### src/rtl/fetch_thread_picker.sv
`timescale 1ns/1ps
module fetch_thread_picker #(
  parameter int N  = 8,
  parameter int X  = 2,
  parameter int Y  = 4,
  parameter int CW = 6,
  localparam int TW = $clog2(N),
  localparam int BW = $clog2(Y + 1),
  localparam int RW = CW + TW
)(
  input  logic            clk,
  input  logic            rst_n,
  input  logic [2:0]      policy,
  input  logic [N-1:0]    runnable,
  input  logic [N*CW-1:0] inflight_cnt,
  input  logic [N*CW-1:0] branch_cnt,
  input  logic [N*CW-1:0] miss_cnt,
  input  logic [N*CW-1:0] oldest_pos,
  output logic [X*TW-1:0] grant_tid,
  output logic [X-1:0]    grant_vld,
  output logic [X*BW-1:0] grant_budget
);

  localparam logic [2:0] POL_INFL = 3'd1;
  localparam logic [2:0] POL_BR   = 3'd2;
  localparam logic [2:0] POL_MISS = 3'd3;
  localparam logic [2:0] POL_AGE  = 3'd4;

  logic [TW-1:0]   rr_ptr, nxt_ptr;
  logic [CW-1:0]   key   [N];
  logic [RW-1:0]   rank  [N];
  logic [TW:0]     place [N];
  logic [X-1:0]    nxt_vld;
  logic [X*TW-1:0] nxt_tid;
  logic            started;

  always_comb begin
    for (int i = 0; i < N; i++) begin
      int d;
      case (policy)
        POL_INFL: key[i] = inflight_cnt[i*CW +: CW];
        POL_BR:   key[i] = branch_cnt[i*CW +: CW];
        POL_MISS: key[i] = miss_cnt[i*CW +: CW];
        POL_AGE:  key[i] = ~oldest_pos[i*CW +: CW];
        default:  key[i] = '0;
      endcase
      d = i - int'(rr_ptr);
      if (d < 0) d = d + N;
      rank[i] = {key[i], TW'(d)};
    end
  end

  always_comb begin
    for (int i = 0; i < N; i++) begin
      int c;
      c = 0;
      for (int j = 0; j < N; j++)
        if (runnable[j] && rank[j] < rank[i]) c = c + 1;
      place[i] = (TW+1)'(c);
    end
  end

  always_comb begin
    nxt_vld = '0;
    nxt_tid = '0;
    for (int s = 0; s < X; s++)
      for (int i = 0; i < N; i++)
        if (runnable[i] && place[i] == (TW+1)'(s)) begin
          nxt_vld[s] = 1'b1;
          nxt_tid[s*TW +: TW] = TW'(i);
        end
    nxt_ptr = rr_ptr;
    for (int s = 0; s < X; s++)
      if (nxt_vld[s])
        nxt_ptr = (nxt_tid[s*TW +: TW] == TW'(N-1)) ? '0 : nxt_tid[s*TW +: TW] + 1'b1;
  end

  always_ff @(posedge clk) begin
    if (!rst_n) begin
      rr_ptr    <= '0;
      grant_vld <= '0;
      grant_tid <= '0;
      started   <= 1'b0;
    end else begin
      rr_ptr    <= nxt_ptr;
      grant_vld <= nxt_vld;
      grant_tid <= nxt_tid;
      started   <= 1'b1;
    end
  end

  for (genvar s = 0; s < X; s++) begin : g_slot
    assign grant_budget[s*BW +: BW] = grant_vld[s] ? BW'(Y) : '0;

    AST_ONLY_RUNNABLE: assert property (@(posedge clk) disable iff (!rst_n)
      grant_vld[s] |-> ((($past(runnable) >> grant_tid[s*TW +: TW]) & N'(1)) != '0));

    if (s > 0) begin : g_pack
      AST_SLOTS_PACKED: assert property (@(posedge clk) disable iff (!rst_n)
        grant_vld[s] |-> grant_vld[s-1]);
    end

    for (genvar u = s + 1; u < X; u++) begin : g_pair
      AST_NO_DUP_TID: assert property (@(posedge clk) disable iff (!rst_n)
        (grant_vld[s] && grant_vld[u]) |-> (grant_tid[s*TW +: TW] != grant_tid[u*TW +: TW]));
    end
  end

  AST_GRANT_COUNT: assert property (@(posedge clk) disable iff (!rst_n)
    started |-> ($countones(grant_vld) ==
      (($countones($past(runnable)) >= X) ? X : $countones($past(runnable)))));

  AST_PTR_HOLD: assert property (@(posedge clk) disable iff (!rst_n)
    (started && grant_vld == '0) |-> $stable(rr_ptr));

endmodule

### config.mk
export PLATFORM = sky130hd
export DESIGN_NAME = fetch_thread_picker
export DESIGN_NICKNAME = d
export VERILOG_FILES = /design/src/rtl/fetch_thread_picker.sv
export SDC_FILE = /design/constraint.sdc
export NUM_CORES = 1
export LEC_CHECK = 0
export ABC_AREA = 1
export CAP_MARGIN = 40
export CORE_MARGIN = 4
export CORE_UTILIZATION = 45
export CTS_BUF_LIST = sky130_fd_sc_hd__clkbuf_8
export CTS_CLUSTER_DIAMETER = 150
export DETAILED_ROUTE_END_ITERATION = 16
export DONT_BUFFER_PORTS = 1
export HOLD_SLACK_MARGIN = 0.06
export PLACE_DENSITY_LB_ADDON = 0.3
export SYNTH_ARGS = -nofsm -noshare
export SYNTH_HDL_FRONTEND = slang
export SYNTH_SLANG_ARGS = --single-unit
### constraint.sdc
create_clock -name clk -period 20.7 [get_ports clk]
set_input_delay 2.07 -clock clk [delete_from_list [all_inputs] [get_ports clk]]
set_output_delay 2.07 -clock clk [all_outputs]
set_load 0.01 [all_outputs]
* After elaboration in Yosys (flattened, before gate mapping)
Index checks and enable logic that the tools add are counted.
** Storage, ports and cells
- Word-level logic and storage cells :: 376
- Register bits after elaboration :: 11
- Output and inout bits :: 14
- Input port bits :: 205
** Cells by class
- Add/sub/neg operators :: 74
- Reductions and logical operators :: 89
- Bitwise logic cells :: 8
- Multiplexer cells :: 116
- Equal/unequal tests :: 14
- Magnitude comparators :: 72
** Operators by type and width (count)
- 9-bit < comparator :: 64
- 4-bit 2-to-1 mux :: 56
- 4-bit by 2-bit adder with 4-bit output (second input constant) :: 48
- 6-bit one-hot mux with 4 select lines :: 8
- 1-bit logical AND :: 80
- 3-bit 2-to-1 mux :: 26
- 6-bit NOT :: 8
- 4-bit by 1-bit == test with 1-bit output (second input constant) :: 8
- 4-bit zero test :: 8
- 4-bit by 1-bit < comparator with 1-bit output (second input constant) :: 8
- 3-bit by 1-bit adder with 3-bit output (second input constant) :: 10
- 1-bit 2-to-1 mux :: 26
- 1-bit by 1-bit adder with 2-bit output (second input constant) :: 8
- 3-bit by 3-bit subtractor with 4-bit output (first input constant) :: 4
- 3-bit == test (second input constant) :: 3
- 1-bit by 3-bit subtractor with 4-bit output (first input constant) :: 2
- 2-bit by 3-bit subtractor with 4-bit output (first input constant) :: 2
- 3-bit by 2-bit == test with 1-bit output (second input constant) :: 2
- 3-bit by 1-bit == test with 1-bit output (second input constant) :: 1
- 2-bit nonzero test :: 1

* Longest topological paths before layout
- Depth in word-level cells :: 33
- Gate-level depth with buffers :: 53
- Mapped depth without buffers :: 50

* Worst setup path before layout
OpenSTA, ideal clock, no wires.
- Path kind :: input-to-reg
- Start :: in policy[2]
- End :: reg rr_ptr[2]
- Buffers on the path :: 3
- Data required time :: 20.587 ns
- Arrival :: 8.415 ns
- Library setup time :: 0.113 ns
- Slack :: 12.171 ns
- Stages :: 43
- Path through :: buf_4 > nand2_1 > clkbuf_1 > clkbuf_1 > o22ai_1 > a221oi_1 > ha_1 > o21ai_0 > o21ai_0 > nand3_1 > nand3_1 > a21o_1 > nor2_1 > ha_1 > inv_1 > nand2_1 > nand2_1 > inv_1 > [... 7 more ...] > ha_1 > or2_2 > nand2_1 > inv_1 > ha_1 > a21boi_0 > nand2_1 > a21oi_1 > nand4_1 > inv_1 > nor2_1 > nand2_1 > ha_1 > ha_1 > nand2_1 > nand2_1 > nor2_1 > nor2_1
** On the way
- Elaborated cells on any way between the ends :: 331
- Classes of those cells :: add/sub: 58; order compare: 64; eq/ne: 14; mux: 106; reduce/logical: 89
** RTL lines
- start: declaration :: line 13 : input logic [2:0] policy,
- 3-bit == test, or another cell as far along :: line 40 : case (policy)
- 6-bit one-hot mux with 4 select lines :: line 40
- 9-bit < comparator :: line 58 : if (runnable[j] && rank[j] < rank[i]) c = c + 1;
- 1-bit logical AND :: line 58
- 1-bit 2-to-1 mux :: line 58
- 1-bit by 1-bit adder with 2-bit output :: line 58
- 4-bit 2-to-1 mux :: line 58
- 4-bit by 2-bit adder with 4-bit output :: line 58
- [... 11 more ...]
- 4-bit zero test :: line 68 : if (runnable[i] && place[i] == (TW+1)'(s)) begin
- 1-bit logical AND :: line 68
- 3-bit 2-to-1 mux (5 in a row) :: line 68
- 3-bit 2-to-1 mux * :: line 68
- net nxt_tid[1] :: line 34 : logic [X*TW-1:0] nxt_tid;
- 3-bit by 1-bit adder with 3-bit output / 3-bit == test (equally long branches) :: line 75 : nxt_ptr = (nxt_tid[s*TW +: TW] == TW'(N-1)) ? '0 : nxt_tid[s*TW +: TW] + 1'b1;
- 3-bit 2-to-1 mux * :: line 75
- 3-bit 2-to-1 mux * (2 in a row) :: line 74 : if (nxt_vld[s])
- end signal: assignment :: line 85 : rr_ptr <= nxt_ptr;
- end: declaration :: line 29 : logic [TW-1:0] rr_ptr, nxt_ptr;
The timed path passes the listed nets; every way through them passes the cells marked *. The select of a mux whose other input is x is not followed.
A chain may end at the register's enable or synchronous reset.

* Worst setup path after layout
- Start :: in policy[1]
- End :: reg rr_ptr[2]
** On the way
- Word-level cells in the longest chain between the ends :: 32
- Elaborated cells on any way between the ends :: 331
- Classes of those cells :: add/sub: 58; order compare: 64; eq/ne: 14; mux: 106; reduce/logical: 89
** RTL lines (line)
- 3-bit == test, or another cell as far along :: 40
- 6-bit one-hot mux with 4 select lines :: 40
- 9-bit < comparator :: 58
- 1-bit logical AND :: 58
- 1-bit 2-to-1 mux :: 58
- 1-bit by 1-bit adder with 2-bit output :: 58
- 4-bit 2-to-1 mux :: 58
- 4-bit by 2-bit adder with 4-bit output :: 58
- [... 12 more ...]
- 1-bit logical AND :: 68
- 1-bit 2-to-1 mux :: 68
- 3-bit 2-to-1 mux (5 in a row) :: 68
- 3-bit 2-to-1 mux * :: 68
- net nxt_tid[0] :: 34
- 3-bit by 1-bit adder with 3-bit output / 3-bit == test (equally long branches) :: 75
- 3-bit 2-to-1 mux * :: 75
- 3-bit 2-to-1 mux * (2 in a row) :: 74
Marks and branches as above.

==> flow_results.org <==
** Outcome
- Outcome :: completed

** STA
- Setup violations remaining at the end of the flow were counted as 0.
- After layout, the worst path uses 42.1% of the clock period.
- Final Worst Setup Slack :: 11.99 ns
- The max-slew violation count came to 0.
- RSZ-0062 raised after global routing :: false
- Layout Skew :: 0.00307 ns
- Final hold violation count :: 0
- Actual slew at the worst max-slew pin :: 0.872 ns
- Relative max-transition margin :: 41.6%
- For the final routed database, the setup TNS stands at 0 ns.
- Derived from the worst setup path, the maximum achievable clock frequency is 115 MHz.
- The smallest clock period supported by the final layout is computed as 8.71 ns.

** Hold path
- Hold depth :: 2
- The path class of the tightest hold or removal check is reg2reg.
- The worst hold path begins at rr_ptr[2]$_SDFFE_PN0P_.
- Hold-critical path endpoint :: rr_ptr[2]$_SDFFE_PN0P_

** Clock network
- Sink Count :: 11
- Clock latency at the later pin of the worst-skew pair :: 0.24 ns
- TritonCTS clock tree :: built
- Post-CTS Hold Buffers :: 0
- TritonCTS Buffers :: 3
- The number of gates resized after CTS was 0.
- CTS clk-pin slew, worst paths :: 0.05 ns
- After clock tree synthesis, the setup repair step added 0 buffers.
- Total number of H-tree levels :: 1
- Number of buffers on the longest clock path :: 2
- The tree is rooted in a sky130_fd_sc_hd__clkbuf_8.

** Critical path
- The worst setup path is launched from an input port.
- Along the worst path, the maximum fanout reaches 39.
- In this design, the stage delay of the slowest critical-path cell is 0.65 ns.
- Reg-to-reg critical path endpoint :: rr_ptr[2]$_SDFFE_PN0P_
- Element type at the critical path end :: flip-flop
- For the worst setup path, the data required time is 20.84 ns.
- Signal arrival time at the worst endpoint :: 8.85 ns
- The number of buffers and inverters on the critical path is 6.
- Register-to-register setup slack :: 12.58 ns
- Worst Reg-to-Reg Cells :: 46
- In this run the critical register-to-register path is launched from rr_ptr[0]$_SDFFE_PN0P_.
- Top delay family on crit path :: simple AND/OR/NAND/NOR gates
- By instance count, the cell type seen most on the critical path is sky130_fd_sc_hd__nand2_1.
- The critical path is of the in2reg type.
- Critical Path Slowest Stage Cell :: sky130_fd_sc_hd__nor2_1

** Global routing
- Wire length of the first global-routing pass :: 56700 um
- After global routing the overflow that remains totals 0.
- Largest net degree at the start of global routing :: 47
- Initial antenna violation count :: 4
- Overall global routing resource usage :: 27.1%
- The number of global-route vias before repair came to 10928.

** Logic synthesis
- Yosys mapped a number of flops with a built-in enable equal to 0.
- In the synthesized netlist the async set-or-reset flop fraction comes to 0%.
- Predominant post-synthesis flop cell :: sky130_fd_sc_hd__dfxtp_1
- Summing the sequential cell areas from Yosys gives 2.12% of the chip area.
- In this run, synthesis produced a sequential element count of 11.
- In this run, distinct cell masters in the synthesized netlist total 53.
- Cells after synthesis :: 1802
- The average instance in the mapped netlist occupies 5.76 sq um.
- For this run, the number of Yosys warnings is 0.
- Post-synth design cell area :: 0.0104 sq mm

** Floorplan
- The initialized floorplan defines 55 standard-cell rows.
- The die covers 0.0255 sq mm.
- Die Height :: 160 um
- In this run the count of I/O pins placed on the die edge is 219.
- Effective utilization at floorplan :: 45.8%
- From left edge to right edge, the die measures 160 um.
- Area of the core :: 0.0226 sq mm

** Power
- The analysis attributes to cell leakage a power of 0.00652 uW.
- IR analysis of the VDD net gives a maximum drop of 44.0 uV.
- Summed over all nets, the switching power comes to 554 uW.
- P_int :: 323 uW
- Combinational logic burns 92.2% of the power.
- Power, Total :: 877 uW
- Power share of the clock group :: 2.4%
- Pwr per Cell Area :: 82.0 mW/mm^2
- Sw Share :: 63.1%
- Sequential fraction of design power :: 5.4%

** Cells and area
- The final layout contains 2231 nets.
- Layout overhead on the synthesized area :: 3.17%
- Fraction of final layout cells sized beyond drive strength 1 :: 4.53%
- Diode insertion count for antenna repair :: 0

** Job
- Maximum capacitance violations :: 0

** Place
- Routability-driven placement finished with a final weighted congestion of 1.00.
- HPWL after detailed placement :: 31100 um
- During placement, the flow inserted port buffers numbering 0.
- Worst setup timing slack at the placement stage :: 11.78 ns

** Detailed routing
- The final route contains 11805 vias.
- Number of DRC violations after detailed routing :: 0
- The first routing iteration left 898 violations.
- Number of antenna-violating nets in the routed design :: 0
- For this block, the routed nets add up to 36100 um of wire.
- In the routed layout, each cell is associated on average with a via count of 5.69.
- Average routed wire per standard cell :: 17.4 um
- Number of detailed-routing iterations run before antenna repair :: 6
==> flip-flops by register name, indices dropped and copies added (netlist names) <==
signal and count:
grant_vld 2, grant_tid 6, rr_ptr 3
==> synthesized netlist by cell type (10+ instances only) <==
| master | number | area [sq um] |
|---|---|---|
| sky130_fd_sc_hd__nand2_1 | 483 | 1810 |
| sky130_fd_sc_hd__inv_1 | 301 | 1130 |
| sky130_fd_sc_hd__ha_1 | 237 | 2970 |
| sky130_fd_sc_hd__nor2_1 | 171 | 642 |
| sky130_fd_sc_hd__nand3_1 | 170 | 851 |
| sky130_fd_sc_hd__a21oi_1 | 84 | 420 |
| sky130_fd_sc_hd__o22ai_1 | 39 | 244 |
| sky130_fd_sc_hd__nand4_1 | 37 | 231 |
| sky130_fd_sc_hd__a22o_1 | 28 | 245 |
| sky130_fd_sc_hd__o21ai_0 | 26 | 130 |
| sky130_fd_sc_hd__nand3b_1 | 15 | 113 |
| sky130_fd_sc_hd__o21ai_1 | 15 | 75.1 |
| sky130_fd_sc_hd__clkbuf_1 | 14 | 52.6 |
| sky130_fd_sc_hd__inv_2 | 13 | 48.8 |
| sky130_fd_sc_hd__nand2_2 | 12 | 75.1 |
| sky130_fd_sc_hd__dfxtp_1 | 11 | 220 |
| sky130_fd_sc_hd__nor2_2 | 10 | 62.6 |
| sky130_fd_sc_hd__o21a_1 | 10 | 75.1 |
| sky130_fd_sc_hd__o21bai_1 | 10 | 75.1 |
==> cell usage in the layout, fill, tap and decap left out, types with 5 or more instances in the layout <==
cell type and n:
sky130_fd_sc_hd__a21o_1 9, sky130_fd_sc_hd__a21oi_1 84, sky130_fd_sc_hd__a221oi_1 6, sky130_fd_sc_hd__a22o_1 28
sky130_fd_sc_hd__and2_1 5, sky130_fd_sc_hd__buf_4 11, sky130_fd_sc_hd__dfxtp_1 11, sky130_fd_sc_hd__ha_1 237
sky130_fd_sc_hd__inv_1 302, sky130_fd_sc_hd__inv_2 13, sky130_fd_sc_hd__nand2_1 483, sky130_fd_sc_hd__nand2_2 12
sky130_fd_sc_hd__nand3_1 170, sky130_fd_sc_hd__nand3_2 6, sky130_fd_sc_hd__nand3b_1 15, sky130_fd_sc_hd__nand4_1 37
sky130_fd_sc_hd__nor2_1 171, sky130_fd_sc_hd__nor2_2 10, sky130_fd_sc_hd__nor3_1 9, sky130_fd_sc_hd__o211ai_1 7
sky130_fd_sc_hd__o21a_1 10, sky130_fd_sc_hd__o21ai_0 26, sky130_fd_sc_hd__o21ai_1 15, sky130_fd_sc_hd__o21bai_1 10
sky130_fd_sc_hd__o22ai_1 39, sky130_fd_sc_hd__or2_2 8
==> metrics by stage <==
step / cells / instance area (sq um) / utilization (%) / hold WS [ns]
floorplan: 1805 / 10400 / - / 0.579
global placement: 2067 / 10600 / 47.0 / 0.728
detailed placement: 2069 / 10700 / 47.1 / 0.721
CTS: 2073 / 10700 / 47.3 / 0.729
global route: 2073 / 10700 / 47.3 / 0.774
finish: 2073 / 10700 / 47.3 / 0.732
==> metal layers <==
metal,up-vias,GRT usage (%),wire [um],share of wire [%]
li1,5937,-,-,-
met4,8,6.49,1010,2.8
met3,80,6.06,3210,8.9
met5,-,0,60,0.17
met1,5353,35.6,15800,44
met2,427,45.4,16000,44
==> final cells by class <==
type                            instances  area [sq um]
Timing Repair Buffer                   12          87.6
Fill cell                            2441         11900
Clock inverter                          1          3.75
Multi-Input combinational cell       1444          8790
Tap cell                              285           357
Clock buffer                            3          41.3
Sequential cell                        11           220
Inverter                              317          1200
==> power by group through the flow <==
stage                     combinational (uW)  clock [uW]  sequential, uW
after floorplan                          616           0            38.7
after detailed placement                 792           0            47.3
final                                    809        21.1            46.9
after global placement                   771           0            47.2
after CTS                                798        21.3            46.8
after global routing                     935        22.7            47.3
==> worst max path at each step <==
stage,cells after the start,from,endpoint
2_1_floorplan,43,policy[2],rr_ptr[2]$_SDFFE_PN0P_
3_3_place_gp,42,policy[0],rr_ptr[2]$_SDFFE_PN0P_
3_5_place_dp,45,policy[2],rr_ptr[2]$_SDFFE_PN0P_
4_1_cts,45,policy[2],rr_ptr[2]$_SDFFE_PN0P_
5_1_grt,45,policy[2],rr_ptr[2]$_SDFFE_PN0P_
6_report,42,policy[1],rr_ptr[2]$_SDFFE_PN0P_
==> tightest hold or removal path: cells and delay by family, from the launching register on <==
kind | cells | cell delay (ns)
AO/OA/AOI/OAI | 1 | 0.19
flip-flops | 1 | 0.46
AND/OR/NAND/NOR | 1 | 0.04
==> cells by family after synthesis <==
family / after synthesis / share of synthesized area (%)
compound gates: 255 / 15.6
xor+xnor: 6 / 0.507
fa+ha+maj: 237 / 28.6
buf+inv: 350 / 13.2
flops: 11 / 2.12
other cells: 1 / 0.0362
simple gates: 942 / 40.0
Power figures use the tool's default switching activity.
